## src/rtl/adc_seq_pkg.sv

```systemverilog
// Shared definitions for the ADC conversion sequencer.
// Assumes nothing beyond a single synchronous clock domain.
package adc_seq_pkg;
    typedef enum logic [2:0] {
        S_IDLE,
        S_STARTUP,
        S_TRACK,
        S_CONV,
        S_XFER
    } seq_state_t;

    // Converter result width, fixed by the converter macro.
    localparam int RES_W = 10;
endpackage

```

## src/rtl/adc_clk_div.sv

```systemverilog
// Converter clock prescaler. When run is high, it counts master cycles
// modulo 2*(prescale+1) and emits a one-cycle tick on the last count.
// adc_clk is high during the upper half of each count. When run is low,
// the counter is held at zero, so every sequence starts in the same phase.
// Assumes prescale is stable while run is high.
module adc_clk_div #(
    parameter int PW = 8
) (
    input  logic          clk,
    input  logic          rst_n,
    input  logic          run,
    input  logic [PW-1:0] prescale,
    output logic          adc_clk,
    output logic          tick
);
    localparam int CW = PW + 2;

    logic [CW-1:0] cnt;
    logic [CW-1:0] half;
    logic [CW-1:0] last;

    assign half    = CW'(prescale) + CW'(1);
    assign last    = (half << 1) - CW'(1);
    assign tick    = run && (cnt == last);
    assign adc_clk = run && (cnt >= half);

    // Purpose: free-running divider counter, held at zero when idle.
    always_ff @(posedge clk) begin
        if (!rst_n || !run) begin
            cnt <= '0;
        end else if (cnt == last) begin
            cnt <= '0;
        end else begin
            cnt <= cnt + CW'(1);
        end
    end

    // Ticks are separated by at least two master cycles.
    assert_tick_single_R1: assert property (@(posedge clk) disable iff (!rst_n)
        tick |=> !tick);
endmodule

```

## src/rtl/adc_chan_pick.sv

```systemverilog
// Channel finder. It returns the lowest enabled channel whose index is
// at least base. found is low when no such channel exists.
// Purely combinational. base may be NCH, which means past the last channel.
module adc_chan_pick #(
    parameter int NCH = 8,
    parameter int CHW = 3
) (
    input  logic [NCH-1:0] ena,
    input  logic [CHW:0]   base,
    output logic           found,
    output logic [CHW-1:0] idx
);
    // Purpose: priority search from the top down, so the lowest match wins.
    always_comb begin
        found = 1'b0;
        idx   = '0;
        for (int i = NCH - 1; i >= 0; i--) begin
            if (ena[i] && ((CHW+1)'(i) >= base)) begin
                found = 1'b1;
                idx   = CHW'(i);
            end
        end
    end
endmodule

```

## src/rtl/adc_result_store.sv

```systemverilog
// Result storage. When cap is high, it formats the raw converter word for
// the selected resolution and writes it into the channel slot and the
// last-result register, then sets data_ready. rd_clr clears data_ready
// unless a capture happens in the same cycle.
module adc_result_store #(
    parameter int NCH = 8,
    parameter int CHW = 3,
    parameter int DW  = 10
) (
    input  logic             clk,
    input  logic             rst_n,
    input  logic             cap,
    input  logic [CHW-1:0]   cap_ch,
    input  logic [DW-1:0]    raw,
    input  logic             low_res,
    input  logic             rd_clr,
    output logic [NCH*DW-1:0] ch_data,
    output logic [DW-1:0]    last_data,
    output logic [CHW-1:0]   last_ch,
    output logic             data_ready
);
    logic [DW-1:0] slot [NCH];
    logic [DW-1:0] fmt;

    assign fmt = low_res ? {2'b00, raw[DW-1:2]} : raw;

    // Purpose: per-channel slots and last-result register.
    always_ff @(posedge clk) begin
        if (!rst_n) begin
            for (int i = 0; i < NCH; i++) slot[i] <= '0;
            last_data <= '0;
            last_ch   <= '0;
        end else if (cap) begin
            slot[cap_ch] <= fmt;
            last_data    <= fmt;
            last_ch      <= cap_ch;
        end
    end

    // Purpose: data-ready flag, where a capture wins over a read.
    always_ff @(posedge clk) begin
        if (!rst_n)       data_ready <= 1'b0;
        else if (cap)     data_ready <= 1'b1;
        else if (rd_clr)  data_ready <= 1'b0;
    end

    for (genvar g = 0; g < NCH; g++) begin : g_out
        assign ch_data[g*DW +: DW] = slot[g];
    end

    assert_lowres_zero_R7: assert property (@(posedge clk) disable iff (!rst_n)
        (cap && low_res) |=> (last_data[DW-1:DW-2] == 2'b00));
    assert_ready_set_R8: assert property (@(posedge clk) disable iff (!rst_n)
        cap |=> data_ready);
    assert_ready_clear_R8: assert property (@(posedge clk) disable iff (!rst_n)
        (rd_clr && !cap) |=> !data_ready);
endmodule

```

## src/rtl/adc_seq.sv

```systemverilog
// Multichannel ADC conversion sequencer, top level.
// On a trigger it powers the converter, waits STARTUP_TICKS converter
// periods, and then converts the enabled channels in ascending order.
// Tracking of the next channel overlaps the conversion of the current one.
// Assumes the converter samples adc_sel in the cycle adc_start is high,
// and pulses adc_eoc for one cycle with adc_data valid.
module adc_seq #(
    parameter int NCH           = 8,
    parameter int DW            = adc_seq_pkg::RES_W,
    parameter int PW            = 8,
    parameter int TW            = 4,
    parameter int XW            = 2,
    parameter int STARTUP_TICKS = 8,
    parameter int CHW           = (NCH > 1) ? $clog2(NCH) : 1,
    parameter int SW            = $clog2(STARTUP_TICKS + 1)
) (
    input  logic              clk,
    input  logic              rst_n,
    input  logic [PW-1:0]     prescale,
    input  logic [TW-1:0]     track_time,
    input  logic [XW-1:0]     transfer_time,
    input  logic [NCH-1:0]    ch_enable,
    input  logic              low_res,
    input  logic              hw_trig,
    input  logic              sw_start,
    input  logic              last_rd,
    output logic              adc_clk,
    output logic              adc_on,
    output logic [CHW-1:0]    adc_sel,
    output logic              adc_start,
    input  logic              adc_eoc,
    input  logic [DW-1:0]     adc_data,
    output logic [NCH*DW-1:0] ch_data,
    output logic [DW-1:0]     last_data,
    output logic [CHW-1:0]    last_ch,
    output logic              data_ready,
    output logic              busy
);
    import adc_seq_pkg::*;

    seq_state_t     state;
    logic           hw_q;
    logic           trig_evt;
    logic           tick;
    logic           run;
    logic [SW-1:0]  su_cnt;
    logic           su_done;
    logic [TW:0]    trk_cnt;
    logic           trk_done;
    logic [XW-1:0]  xf_cnt;
    logic [CHW-1:0] conv_ch;
    logic           pend;
    logic           start_go;
    logic           cap;
    logic           first_found;
    logic [CHW-1:0] first_idx;
    logic           nxt_found;
    logic [CHW-1:0] nxt_idx;

    assign run      = (state != S_IDLE);
    assign busy     = run;
    assign trig_evt = (state == S_IDLE) && (|ch_enable) &&
                      (sw_start || (hw_trig && !hw_q));
    assign su_done  = tick && (su_cnt == SW'(STARTUP_TICKS - 1));
    assign trk_done = (trk_cnt > {1'b0, track_time});
    assign start_go = (state == S_TRACK) && trk_done;
    assign cap      = (state == S_CONV) && adc_eoc && !adc_start;

    adc_clk_div #(.PW(PW)) u_div (
        .clk      (clk),
        .rst_n    (rst_n),
        .run      (run),
        .prescale (prescale),
        .adc_clk  (adc_clk),
        .tick     (tick)
    );

    adc_chan_pick #(.NCH(NCH), .CHW(CHW)) u_pick_first (
        .ena   (ch_enable),
        .base  ('0),
        .found (first_found),
        .idx   (first_idx)
    );

    adc_chan_pick #(.NCH(NCH), .CHW(CHW)) u_pick_next (
        .ena   (ch_enable),
        .base  ({1'b0, adc_sel} + (CHW+1)'(1)),
        .found (nxt_found),
        .idx   (nxt_idx)
    );

    adc_result_store #(.NCH(NCH), .CHW(CHW), .DW(DW)) u_store (
        .clk        (clk),
        .rst_n      (rst_n),
        .cap        (cap),
        .cap_ch     (conv_ch),
        .raw        (adc_data),
        .low_res    (low_res),
        .rd_clr     (last_rd),
        .ch_data    (ch_data),
        .last_data  (last_data),
        .last_ch    (last_ch),
        .data_ready (data_ready)
    );

    // Purpose: previous value of the hardware trigger, for edge detection.
    always_ff @(posedge clk) begin
        if (!rst_n) hw_q <= 1'b0;
        else        hw_q <= hw_trig;
    end

    // Purpose: tracking timer, restarted at each start and saturating when done.
    always_ff @(posedge clk) begin
        if (!rst_n)                                trk_cnt <= '0;
        else if (start_go)                         trk_cnt <= '0;
        else if (state == S_STARTUP && su_done)    trk_cnt <= '0;
        else if (run && tick && !trk_done)         trk_cnt <= trk_cnt + (TW+1)'(1);
    end

    // Purpose: sequence state machine and converter handshake.
    always_ff @(posedge clk) begin
        if (!rst_n) begin
            state     <= S_IDLE;
            adc_on    <= 1'b0;
            adc_start <= 1'b0;
            adc_sel   <= '0;
            conv_ch   <= '0;
            su_cnt    <= '0;
            xf_cnt    <= '0;
            pend      <= 1'b0;
        end else begin
            case (state)
                S_IDLE: begin
                    if (trig_evt && first_found) begin
                        state   <= S_STARTUP;
                        adc_on  <= 1'b1;
                        adc_sel <= first_idx;
                        su_cnt  <= '0;
                    end
                end
                S_STARTUP: begin
                    if (su_done)   state  <= S_TRACK;
                    else if (tick) su_cnt <= su_cnt + SW'(1);
                end
                S_TRACK: begin
                    if (start_go) begin
                        adc_start <= 1'b1;
                        conv_ch   <= adc_sel;
                        state     <= S_CONV;
                    end
                end
                S_CONV: begin
                    if (adc_start) begin
                        adc_start <= 1'b0;
                        pend      <= nxt_found;
                        if (nxt_found) adc_sel <= nxt_idx;
                    end else if (adc_eoc) begin
                        state  <= S_XFER;
                        xf_cnt <= '0;
                    end
                end
                S_XFER: begin
                    if (xf_cnt == transfer_time) begin
                        if (pend) begin
                            state <= S_TRACK;
                        end else begin
                            state  <= S_IDLE;
                            adc_on <= 1'b0;
                        end
                    end else if (tick) begin
                        xf_cnt <= xf_cnt + XW'(1);
                    end
                end
                default: state <= S_IDLE;
            endcase
        end
    end

    assert_start_pulse_R4: assert property (@(posedge clk) disable iff (!rst_n)
        adc_start |=> !adc_start);
    assert_next_higher_R4: assert property (@(posedge clk) disable iff (!rst_n)
        (state == S_CONV && adc_start && nxt_found) |->
        ((nxt_idx > adc_sel) && ch_enable[nxt_idx]));
    assert_start_powered_R3: assert property (@(posedge clk) disable iff (!rst_n)
        adc_start |-> adc_on);
    assert_ignore_busy_R9: assert property (@(posedge clk) disable iff (!rst_n)
        (state == S_CONV || state == S_XFER || state == S_TRACK) |=> (state != S_STARTUP));
    assert_power_off_R10: assert property (@(posedge clk) disable iff (!rst_n)
        $fell(adc_on) |-> (state == S_IDLE) && !data_ready == !data_ready && !adc_start);
endmodule

```

## config.mk

```make
export PLATFORM = sky130hd
export DESIGN_NAME = adc_seq
export DESIGN_NICKNAME = d
export VERILOG_FILES = /design/src/rtl/adc_seq_pkg.sv /design/src/rtl/adc_clk_div.sv /design/src/rtl/adc_chan_pick.sv /design/src/rtl/adc_result_store.sv /design/src/rtl/adc_seq.sv
export SDC_FILE = /design/constraint.sdc
export NUM_CORES = 1
export LEC_CHECK = 0
export BUFFER_PORTS_ARGS = -buffer_cell sky130_fd_sc_hd__buf_2
export CORE_MARGIN = 2
export CORE_UTILIZATION = 45
export CTS_CLUSTER_SIZE = 24
export DETAILED_ROUTE_END_ITERATION = 10
export GPL_TIMING_DRIVEN = 0
export PLACE_DENSITY_LB_ADDON = 0.2
export RECOVER_POWER = 25
export SYNTH_ARGS = -nofsm -noshare
export SYNTH_HDL_FRONTEND = slang
export SYNTH_SLANG_ARGS = --single-unit
```

## constraint.sdc

```tcl
create_clock -name clk -period 6.8 [get_ports clk]
set_input_delay 1.36 -clock clk [delete_from_list [all_inputs] [get_ports clk]]
set_output_delay 1.36 -clock clk [all_outputs]
set_load 0.05 [all_outputs]
```

Word-level counts from Yosys, hierarchy flattened
Memory sizes are Yosys's and may differ from the RTL's.
Index checks and enable logic that the tools add are counted.
{ "word_totals": {"ff_bits": 48, "latch_bits": 0, "ramBits": 80, "romBits": 0, "n_memories": 1} }
{ "mem_list": {"columns": ["name", "words", "width", "read_ports", "rd_clocked_by_memory_dff", "wr", "line", "text"], "rows": [
  ["u_store.slot", 8, 10, 8, 0, 8, "adc_result_store.sv:22", "logic [DW-1:0] slot [NCH];"]
]} }
{ "op_classes": {"n_addsub": 7, "n_mul": 0, "div_mod_pow": 0, "n_lt_le_gt_ge": 10, "n_eq_ne": 20, "shift": 0, "muxes": 69, "bitwise": 1, "n_reduce_logical": 48} }
{ "ops": {"columns": ["op", "count"], "rows": [
  ["$mux 3", 26],
  ["$mux 1", 27],
  ["$ne 2x2->1 const B", 12],
  ["$logic_and 1x1->1", 21],
  ["$mux 10", 2],
  ["$ge 3x4->1 const A", 4],
  ["$pmux 3 s5", 1],
  ["$mux 4", 3],
  ["$reduce_and 4->1", 3],
  ["$reduce_bool 2->1", 6],
  ["$add 10x1->10 const B", 1],
  ["$eq 10x10->1", 1],
  ["$ge 10x10->1", 1],
  ["$mux 2", 5],
  ["$reduce_or 10->1", 1],
  ["$sub 10x1->10 const B", 1],
  ["$add 8x1->9 const B", 1],
  ["$ge 1x4->1 const A", 2],
  ["$ge 2x4->1 const A", 2],
  ["$pmux 4 s2", 1],
  ["$reduce_or 8->1", 1],
  ["$eq 3x2->1 const B", 2],
  ["$pmux 3 s2", 1],
  ["$reduce_and 2->1", 3],
  ["other kinds (21)", 27]
]} }

Longest topological paths before layout
Gate-level depths: netlist of run 1.
{ "logic_depth": {"ltp_word": 14, "ltp_mapped": 11, "ltp_nobuf": 10} }

Cells and area by module
From an unflattened synthesis of run 1, not the netlist that was laid out.
{ "unflattened": {"hier_cells": 635, "hier_area_um2": 6811.5} }
{ "by_module_without_submodules": {"columns": ["mod", "instances", "cells_each", "area_per_inst_um2", "seq_area_each_um2"], "rows": [
  ["adc_result_store", 1, 253, 3684.8, 2682.6],
  ["adc_seq", 1, 173, 1483.9, 480.5],
  ["adc_clk_div", 1, 133, 1169.9, 200.2],
  ["adc_chan_pick", 2, 38, 236.5, 0.0]
]} }

Worst setup path after synthesis of run 1
Ideal clock, no wire load.
{ "synth_path": {"path_type": "input -> output", "startpoint": "in prescale[0]", "endpoint": "out adc_clk", "arrival_ps": 3244, "path_slack_ps": 2196, "cell_stages": 10, "n_path_buf": 0, "cell_sequence": "ha_1 inv_1 ha_1 a21o_1 a21o_1 a21o_1 a21o_1 a211oi_1 o21ai_0 o311a_1"} }
{ "synth_via": {"elab_chain_len": 3} }
{ "synth_lines": {"columns": ["item", "line", "text"], "rows": [
  ["from (decl)", "adc_seq.sv:19", "input logic [PW-1:0] prescale,"],
  ["$add 8x1->9", "adc_clk_div.sv:22", "assign half = CW'(prescale) + CW'(1);"],
  ["$ge 10x10->1", "adc_clk_div.sv:25", "assign adc_clk = run && (cnt >= half);"],
  ["$logic_and 1x1->1", "adc_clk_div.sv:25", null],
  ["to (decl)", "adc_seq.sv:27", "output logic adc_clk,"]
]} }
No other way between the ends.

Worst setup path after layout of run 1
{ "layout_path": {"startpoint": "in prescale[1]", "endpoint": "out adc_clk"} }
Same word-level chain as after synthesis.

==> metrics.md, run 1 <==
| Metric | Value |
|---|---|
| N_diodes | `0` |
| Num CTS Buffers | `17` |
| Clk_lat worst skew | `420 ps` |
| Fmax | `197.6 MHz` |
| WL per Instance | `15.85 microns` |
| Yosys cell types | `69` |
| Clock network power share | `44.1%` |
| NetSw | `0.5207 mW` |
| Clk slew on worst S/H paths | `60 ps` |
| Peak VDD IR | `0.0001240 V` |
| CTS tree | `yes` |
| Io pins | `140` |
| Worst Skew | `6.204 ps` |
| Fill cells | `1235` |
| Layout area overhead | `21.87%` |
| Worst hold path stage count | `2` |
| CORE AREA | `13720 sq um` |
| Synth Instances | `615` |
| Register area share after synthesis | `53.73%` |
| Sequential Power Share | `43.8%` |
| Final ANT Viol Nets | `0` |
| Comb power frac | `12.1%` |
| Detailed Place HPWL | `11050 microns` |
| Least-Margin Pin Slew | `1219 ps` |
| H-tree depth | `4` |
| Critical path class | `input port to output port` |
| GRT Total Usage | `20.44%` |
| Max clock buf depth | `2` |
| CTS Sinks | `128` |
| Run status | `finished clean` |
| Reg2Reg Depth | `8` |
| Die Y | `121.9 microns` |
| Synthesized area | `6260 sq um` |
| Number of flops mapped to enable cells by yosys | `80` |
| DIE AREA | `14870 sq um` |
| Synthesized area per cell | `10.18 sq um` |
| Crit Path Max Fanout | `8` |
| Die W | `121.9 microns` |
| Total nets after synthesis | `673` |
| Cts repair resizes | `0` |
| Total grt overflow | `0` |
| Crit path DAT | `3700 ps` |
| Setup Total Neg Slack | `0 ps` |
| RSZ-0062 raised after global routing | `false` |
| Initial cell density of the core | `45.63%` |
| Root Buffer | `clkbuf_16` |
| Fin. Hold Viols | `0` |
| Req. time, crit path | `5440 ps` |
| Yosys reg bits | `128` |
| Min Tclk post-route | `5060 ps` |
| Layout cell share with drive strength beyond 1 | `16.41%` |
| Worst hold slack | `456.9 ps` |
| Initial antenna violation count | `0` |
| Slew margin rel. | `16.39%` |
| Startpoint types | `input port` |
| Global-route wire length before repair | `23260 microns` |
| Ys Warns | `0` |
| Number of global-route vias before repair | `4678` |
| WL final | `15220 microns` |
| PortBufs | `134` |
| Tcrit/Tclk final | `74.41%` |
| Power per Cell Area | `256.9 nW/um^2` |
| DR iter-0 viols | `345` |
| Int Power | `1.439 mW` |
| Pin count of the biggest net entering global routing | `17` |
| Sw Ratio | `26.57%` |
| Setup violators final | `0` |
| Post-DR vias/cell | `5.371` |
| Placer congestion estimate | `0.7974` |
| Endpoint class of the critical path | `output port` |
| Slew Viols, Final | `0` |
| Dominant register cell in the synthesized netlist | `edfxtp_1` |
| Post-CTS Hold Buffers | `0` |
| # nets final | `826` |
| Hold WC Path Type | `flip-flop to flip-flop` |
| Floorplan row count | `43` |
| Static leakage | `2.975 nW` |
| First drt pass iteration count | `4` |
| Max-cap viol count | `0` |
| Vias | `5156` |
| Synth async-reset ratio | `0%` |
| DRC viols | `0` |
| Setup Fix Bufs, Post-CTS | `0` |
## cells in the mapped netlist, types with 3 or more instances
library cell | number | area share (%)
nand3_1 | 22 | 1.8
xnor2_1 | 13 | 1.8
and3_1 | 5 | 0.50
edfxtp_1 | 80 | 38
o21a_1 | 6 | 0.72
clkbuf_1 | 20 | 1.2
nand2_1 | 47 | 2.8
a31oi_1 | 5 | 0.50
nor3_1 | 10 | 0.80
a21oi_1 | 22 | 1.8
nor2_2 | 5 | 0.50
a211oi_1 | 14 | 1.7
o22ai_1 | 3 | 0.30
nor4_1 | 4 | 0.40
ha_1 | 19 | 3.8
dfxtp_1 | 48 | 15
nor2_1 | 132 | 7.9
inv_1 | 17 | 1.0
buf_4 | 4 | 0.48
nand4_1 | 7 | 0.70
o21ai_0 | 11 | 0.88
a21o_1 | 5 | 0.60
a211o_1 | 3 | 0.42
or3_1 | 4 | 0.40
or2_2 | 4 | 0.40
o211ai_1 | 6 | 0.72
mux2i_1 | 12 | 1.9
xor2_1 | 11 | 1.5
nor2b_1 | 5 | 0.50
buf_6 | 5 | 0.90
nand2b_1 | 12 | 1.2
and2_1 | 6 | 0.60
## through the flow
step / setup WS [ps] / instance area, sq um / utilization [%] / std cells / power [mW]
floorplan: 2196 / 6260 / - / 615 / 1.045
finish: 1740 / 7629 / 55.60 / 960 / 1.960
global placement: 1756 / 7156 / 52.16 / 929 / 1.110
global route: 1555 / 7629 / 55.60 / 960 / 2.020
CTS: 1720 / 7721 / 56.28 / 960 / 1.977
detailed placement: 1748 / 7156 / 52.16 / 929 / 1.115
## state kept, by name (all words and copies together) (netlist names)
signal and cells:
adc_on 1, conv_ch 3, u_store.data_ready 1, u_store.slot 80, su_cnt 4, adc_sel 3, state 3, u_store.last_data 10
trk_cnt 5, adc_start 1, u_div.cnt 10, xf_cnt 2, u_store.last_ch 3, hw_q 1, pend 1
## power groups by stage
stage | combinational (mW) | clock [mW] | sequential [mW]
floorplan | 0.103 | 0 | 0.942
global placement | 0.236 | 0 | 0.873
detailed placement | 0.241 | 0 | 0.874
CTS | 0.242 | 0.877 | 0.858
global route | 0.256 | 0.904 | 0.861
finish | 0.237 | 0.864 | 0.859
## final timing paths
check / to / slack (ps) / from
worst max register to register: u_store.slot[6][9] / 4030 / state[2]
worst max-delay path: adc_clk / 1740 / prescale[1]
worst min-delay path: u_store.last_ch[2] / 460 / u_store.last_ch[2]
worst min register to register: u_store.last_ch[2] / 460 / u_store.last_ch[2]
## cells in the final DEF (no fill, tap or decap), types with 12 or more instances in the layout
master,n
a211oi_1,14
a21oi_1,22
buf_2,61
clkbuf_1,94
clkbuf_16,17
dfxtp_1,48
edfxtp_1,80
ha_1,19
inv_1,17
mux2i_1,12
nand2_1,47
nand2b_1,12
nand3_1,22
nor2_1,132
xnor2_1,13
## cells by family (layout without fill, tap and decap cells)
family / count (synthesis) / in the layout / share of synthesized area (%)
simple gates: 283 / 283 / 21.61
flops: 128 / 128 / 53.73
compound gates: 101 / 101 / 11.73
buf+inv: 47 / 212 / 3.678
xor+xnor: 24 / 24 / 3.358
fa+ha+maj: 19 / 19 / 3.798
mux: 13 / 13 / 2.099
## metal layers
layer / global-route usage [%] / vias up / part of all wire (%)
met5: 0 / - / 0
met4: 7.687 / 0 / 1.8
met3: 4.448 / 19 / 6.7
met2: 34.43 / 178 / 48
met1: 25.81 / 2460 / 43
li1: - / 2499 / -
## final cells by class
type / count / area (sq um) / area share (%)
inverter: 17 / 63.81 / 0.8365
buffer: 30 / 166.4 / 2.181
multi-input combinational: 440 / 2666 / 34.95
sequential: 128 / 3363 / 44.09
clock buffer: 17 / 425.4 / 5.577
clock inverter: 14 / 140.1 / 1.837
timing repair buffer: 134 / 578.1 / 7.577
tap: 180 / 225.2 / 2.952
## critical path, cell delays in order
cell and delay (ps):
buf_2 160, ha_1 380, inv_1 100, ha_1 280
a21o_1 160, a21o_1 180, a21o_1 180, a21o_1 170
a211oi_1 240, o21ai_0 130, o311a_1 140, buf_2 220
Note: power is estimated with default switching activity, not from simulation.
==> run 2: changes to the inputs <==
--- a/config.mk
+++ b/config.mk
@@ -5,6 +5,7 @@
 export SDC_FILE = /design/constraint.sdc
 export NUM_CORES = 1
 export LEC_CHECK = 0
+export ABC_AREA = 1
 export BUFFER_PORTS_ARGS = -buffer_cell sky130_fd_sc_hd__buf_2
 export CORE_MARGIN = 2
 export CORE_UTILIZATION = 45
==> constraint.sdc (replaced) <==
create_clock -name clk -period 4.9 [get_ports clk]
set_input_delay 0.98 -clock clk [delete_from_list [all_inputs] [get_ports clk]]
set_output_delay 0.98 -clock clk [all_outputs]
set_load 0.05 [all_outputs]
==> run 2 against run 1 <==
Synthesized area fell by 1.1%. Critical path depth rose by 10. Clock skew fell by 0.63 ps. Clock power rose by 50%. Core utilization rose by 1.5 points. Synthesized cell count rose by 15%. Critical path type unchanged. Critical endpoint unchanged.
==> metrics.md, run 2 <==
| Metric | Value |
|---|---|
| Reg-to-Reg Start | `state[0]` |
| Synthesized area | `6191 sq um` |
| Commonest cells after routing, fill and taps aside | `nor2_1 (139), nand2_1 (131), clkbuf_1 (89), inv_1 (84), edfxtp_1 (80)` |
| Largest Register | `u_store.slot` |
| Most frequent cell after synthesis | `nor2_1` |
| Most area-consuming cells after synthesis | `edfxtp_1 (39%), dfxtp_1 (16%), nor2_1 (8.4%)` |
| Endpoint class of the critical path | `output port` |
| Final instance area | `7625 sq um` |
| # nets final | `925` |
| Hold Crit Start | `u_div.cnt[0]` |
| GRT Total Usage | `21.16%` |
| Max-cap viol count | `0` |
| Setup Fix Bufs, Post-CTS | `0` |
| Critical path class | `input port to output port` |
| Initial cell density of the core | `46.38%` |
| Die Y | `121.3 microns` |
| Placer congestion estimate | `0.9206` |
| Sw Ratio | `33.36%` |
| Number of global-route vias before repair | `4885` |
| Peak VDD IR | `0.0002497 V` |
| Layout area overhead | `23.16%` |
| WL final | `15270 microns` |
| DIE AREA | `14710 sq um` |
| Setup Total Neg Slack | `0 ps` |
| Post-DR vias/cell | `5.085` |
| Num CTS Buffers | `17` |
| Area after DPL | `7109 sq um` |
| DRC viols | `0` |
| Number of flops mapped to enable cells by yosys | `80` |
| Total nets after synthesis | `767` |
| PortBufs | `138` |
| First drt pass iteration count | `5` |
| Synth async-reset ratio | `0%` |
| Yosys reg bits | `128` |
| Synthesized area per cell | `8.732 sq um` |
| Worst Setup Slack, final | `862.4 ps` |
| Floorplan row count | `42` |
| Crit Path Max Fanout | `6` |
| Final ANT Viol Nets | `0` |
| Die W | `121.3 microns` |
| Worst Skew | `5.573 ps` |
| Power per Cell Area | `431.4 nW/um^2` |
| Complex-gate fraction of the synthesized area | `7.215%` |
| Total grt overflow | `0` |
| Root Buffer | `clkbuf_16` |
| DR iter-0 viols | `421` |
| Largest family of logic cells by synthesized area | `simple AND/OR/NAND/NOR gates` |
| Least-Margin Pin Slew | `1344 ps` |
| Static leakage | `3.388 nW` |
| Sequential Power Share | `38.8%` |
| N_diodes | `0` |
| Simple logic cell fraction of the synthesized area | `25.69%` |
| Post-CTS Hold Buffers | `0` |
| RSZ-0062 raised after global routing | `false` |
| Dpl ws | `850.7 ps` |
| Tcrit/Tclk final | `82.40%` |
| Adder-Cell Fraction of Synth Area | `3.840%` |
| Fin. Hold Viols | `0` |
| Pin count of the biggest net entering global routing | `17` |
| Min Tclk post-route | `4038 ps` |
| Yosys cell types | `43` |
| Int Power | `2.192 mW` |
| H-tree depth | `4` |
| Layout cell share with drive strength beyond 1 | `15.34%` |
| Slew margin rel. | `7.831%` |
| WL per Instance | `14.46 microns` |
| Run status | `finished clean` |
| Io pins | `140` |
| Initial antenna violation count | `0` |
| Vias | `5370` |
| Hold WC Path Type | `flip-flop to flip-flop` |
| Synth Instances | `709` |
| CTS Sinks | `128` |
| NetSw | `1.097 mW` |
| Startpoint types | `input port` |
| Detailed Place HPWL | `11200 microns` |
| Max clock buf depth | `2` |
| Commonest non-fill, non-tap cell in the layout | `nor2_1` |
| Crit. Startpoint | `prescale[0]` |
| Clock network power share | `39.7%` |
| Yosys top cell area share | `38.80%` |
| Setup violators final | `0` |
| Mux cell area share after synthesis | `0.9701%` |
| Req. time, crit path | `3920 ps` |
| Global-route wire length before repair | `23910 microns` |
| Largest area contributor in the netlist | `edfxtp_1` |
| Dominant register cell in the synthesized netlist | `edfxtp_1` |
| Slew Viols, Final | `0` |
| Fmax | `247.7 MHz` |
| CTS tree | `yes` |
| Comb power frac | `21.6%` |
| Cts repair resizes | `0` |
| Ys Warns | `0` |
| Top post-synthesis cells by count | `nor2_1 (139), nand2_1 (131), inv_1 (83)` |
| Flip-flop count of the largest register after layout | `80` |
| Biggest regs | `u_store.slot (80), u_div.cnt (10), u_store.last_data (10)` |
| Register area share after synthesis | `54.32%` |
| Post-Synth XOR/XNOR Area | `1.273%` |
| Clk slew on worst S/H paths | `60 ps` |
| Crit path DAT | `3060 ps` |
| Clk_lat worst skew | `430 ps` |
| CORE AREA | `13350 sq um` |
| Power Total | `3.289 mW` |
-- run 2: changes by cell type after synthesis, sizes merged, moves of 8 or more --
cell	change
nor2	+8
and2	-8
buf	-8
nand2	+103
a211oi	-9
nand3	+14
nand2b	-12
xnor2	-12
o21ai	+21
inv	+70
-- run 2: layer usage --
metal / up-vias / track usage (%) / share of wire (%) / wire length [microns]
li1: 2644 / - / - / -
met1: 2486 / 26.16 / 42 / 6426
met2: 207 / 35.99 / 49 / 7471
met3: 33 / 4.746 / 6.8 / 1044
met4: 0 / 8.261 / 2.1 / 321
met5: - / 0 / 0 / 0
-- run 2: worst paths after layout --
path	end	cells past startpoint	slack, ps
setup / recovery	adc_clk	22	860
hold / removal	u_div.cnt[0]	1	450
setup reg to reg	u_store.slot[6][8]	11	2060
hold reg to reg	u_div.cnt[0]	1	450
-- run 2: cell type report --
type | instances | area, sq um
inverters | 92 | 346.6
plain buffers | 16 | 67.56
clock buffers | 18 | 429.2
clock inverters | 14 | 178.9
repair buffers | 139 | 605.6
fillers | 1262 | 5723
flip-flops and latches | 128 | 3363
multi-input cells | 473 | 2414
well taps | 176 | 220.2
-- run 2: worst max-delay path, cell delays in order --
cell and delay, ps:
buf_2 150, ha_1 240, inv_1 50, nand2_1 80
nand2_1 80, ha_1 280, a21boi_0 200, o21ai_0 100
nand2_1 60, nand2_1 50, nand2_1 50, nand2_1 50
nand2_1 50, nand2_1 50, nand2_1 50, nand2_1 40
nand2_1 50, nand2_1 50, nand2_1 60, nand2_1 50
inv_1 50, buf_2 250
-- run 2: kinds of logic after synthesis --
logic type               Yosys count
AO/OA/AOI/OAI                     78
XOR/XNOR                           9
adder cells (fa/ha/maj)           19
buffers and inverters            108
flip-flops                       128
multiplexers                       6
AND/OR/NAND/NOR                  361
-- run 2: stage by stage --
step / utilization, % / instances / hold WS, ps
6_report: 57.12 / 1056 / 450.4
5_1_grt: 57.12 / 1056 / 485.6
4_1_cts: 57.82 / 1056 / 452.5
3_5_place_dp: 53.26 / 1024 / 441.4
3_3_place_gp: 53.21 / 1023 / 430.8
2_1_floorplan: - / 709 / 417.3
-- run 2: power by group through the flow --
stage,clock network (mW),registers (mW),logic (mW)
2_1_floorplan,0,1.46,0.360
3_3_place_gp,0,1.29,0.698
3_5_place_dp,0,1.29,0.715
4_1_cts,1.31,1.27,0.719
5_1_grt,1.37,1.28,0.785
6_report,1.30,1.27,0.710
==> run 3: changes to the inputs <==
==> constraint.sdc (replaced) <==
create_clock -name clk -period 3.65 [get_ports clk]
set_input_delay 0.73 -clock clk [delete_from_list [all_inputs] [get_ports clk]]
set_output_delay 0.73 -clock clk [all_outputs]
set_load 0.05 [all_outputs]
==> run 3 against run 2 <==
Critical path depth stayed put. First-iteration DRC count is 9.5% lower. Sequential cell count unchanged. Worst hold slack about the same. Clock power up 35%. Cell area increased by 0.15%. Register-to-register slack got worse by 1400 ps. Critical path type unchanged. Largest cell class unchanged. Largest power group unchanged. Highest routed layer unchanged.
==> metrics.md, run 3 (synthesis results as in run 2) <==
| Metric | Value |
|---|---|
| Placed Instances | `1024` |
| Worst Skew | `6.543 ps` |
| Crit-path slowest cell | `ha_1` |
| RSZ-0062 raised after global routing | `false` |
| Setup violators final | `0` |
| Root Buffer | `clkbuf_16` |
| First drt pass iteration count | `5` |
| Setup Total Neg Slack | `0 ps` |
| Max clock buf depth | `2` |
| Clk slew on worst S/H paths | `60 ps` |
| WL final | `15300 microns` |
| Critical path class | `input port to output port` |
| PortBufs | `138` |
| Crit-path cells | `clkbuf_4 > ha_4 > inv_1 > nand2_1 > nand2_1 > ha_1 > a21boi_1 > o21ai_0 > nand2_1 > nand2_1 > nand2_1 > nand2_1 > nand2_1 > nand2_1 > nand2_1 > nand2_1 > nand2_1 > nand2_1 > nand2_1 > nand2_1 > inv_1 > buf_4` |
| Layout area overhead | `23.34%` |
| Num CTS Buffers | `17` |
| DR iter-0 viols | `381` |
| Post-DR vias/cell | `5.068` |
| Static leakage | `3.384 nW` |
| Hold Crit Start | `u_div.cnt[0]` |
| Vias | `5352` |
| Power per Cell Area | `578.3 nW/um^2` |
| Crit path DAT | `2640 ps` |
| Flip-flop count of the largest register after layout | `80` |
| Fin util | `57.21%` |
| Max-cap viol count | `0` |
| Floorplan row count | `42` |
| Largest Register | `u_store.slot` |
| Req. time, crit path | `2920 ps` |
| Power Total | `4.416 mW` |
| Fmax | `296.6 MHz` |
| GRT Total Usage | `21.16%` |
| Fin. Hold Viols | `0` |
| RR Endpoint | `u_store.slot[6][8]` |
| Peak VDD IR | `0.0003354 V` |
| CTS Sinks | `128` |
| Run status | `finished clean` |
| Global-route wire length before repair | `23910 microns` |
| CP Buf/Inv Count | `4` |
| Die Y | `121.3 microns` |
| Layout cell share with drive strength beyond 1 | `15.23%` |
| R2r setup slk | `680 ps` |
| Slew Viols, Final | `0` |
| Initial cell density of the core | `46.38%` |
| CTS tree | `yes` |
| DIE AREA | `14710 sq um` |
| Commonest cells after routing, fill and taps aside | `nor2_1 (139), nand2_1 (131), clkbuf_1 (90), inv_1 (84), edfxtp_1 (80)` |
| Clk_lat worst skew | `420 ps` |
| Reg-to-Reg Start | `state[0]` |
| Largest delay share family, worst path | `simple AND/OR/NAND/NOR gates` |
| # nets final | `925` |
| Initial antenna violation count | `0` |
| Die W | `121.3 microns` |
| Most frequent CP cell | `nand2_1` |
| Total grt overflow | `0` |
| Tcrit/Tclk final | `92.36%` |
| Hold WC Path Type | `flip-flop to flip-flop` |
| Pin count of the biggest net entering global routing | `17` |
| Finished Layout Cells | `1056` |
| Io pins | `140` |
| Placer congestion estimate | `0.9206` |
| Crit Path Max Fanout | `6` |
| H-tree depth | `4` |
| Reg2Reg Depth | `11` |
| Endpoint class of the critical path | `output port` |
| Slew margin rel. | `6.517%` |
| Hold path endpoint | `u_div.cnt[0]` |
| DRC viols | `0` |
| Worst hold path stage count | `1` |
| Min Tclk post-route | `3371 ps` |
| Number of global-route vias before repair | `4885` |
| Startpoint types | `input port` |
| Biggest regs | `u_store.slot (80), u_div.cnt (10), u_store.last_data (10)` |
| N_diodes | `0` |
| Commonest non-fill, non-tap cell in the layout | `nor2_1` |
| Slowest Stage Delay on Critical Path | `280 ps` |
| Least-Margin Pin Slew | `1363 ps` |
| Setup Fix Bufs, Post-CTS | `0` |
| Final ANT Viol Nets | `0` |
| CORE AREA | `13350 sq um` |
| Detailed Place HPWL | `11200 microns` |
| WL per Instance | `14.49 microns` |
-- run 3: power by group --
group          switching (mW)  internal, mW
logic                   0.727         0.230
registers              0.0818          1.63
clock network           0.664          1.08
-- run 3: how the worst max path moves through the flow --
| stage | startpoint | endpoint | slack [ps] | cells past startpoint |
|---|---|---|---|---|
| 3_3_place_gp | prescale[0] | adc_clk | 180 | 22 |
| 4_1_cts | prescale[0] | adc_clk | 100 | 22 |
| 6_report | prescale[0] | adc_clk | 280 | 22 |
| 5_1_grt | prescale[0] | adc_clk | 10 | 22 |
| 2_1_floorplan | prescale[0] | adc_clk | 500 | 19 |
| 3_5_place_dp | prescale[0] | adc_clk | 100 | 22 |
-- run 3: area by class of cell --
class                   instances  area [sq um]
inverters                      92         346.6
plain buffers                  16         67.56
fillers                      1260          5712
flip-flops and latches        128          3363
clock buffers                  18         429.2
well taps                     176         220.2
multi-input cells             473          2421
clock inverters                14         178.9
repair buffers                139         609.3
-- run 3: routing by layer --
| metal | GRT usage (%) | routed length, microns |
|---|---|---|
| met1 | 26.16 | 6231 |
| met2 | 35.99 | 7532 |
| met3 | 4.746 | 1237 |
| met4 | 8.261 | 299 |
| met5 | 0 | 0 |
-- run 3: timing repair --
item	4_1_cts	5_1_grt
gates resized for setup	0	6
setup endpoints to repair	0	1
hold buffers	0	0
-- run 3: metrics by stage --
stage                     hold slack (ps)  cell area (sq um)  setup WS, ps
after floorplan                     417.3               6191         502.7
after global placement              430.8               7102         179.4
after detailed placement            441.4               7109         100.7
after CTS                           452.5               7717         96.71
after global routing                485.6               7636         11.61
final                               450.4               7636         278.8
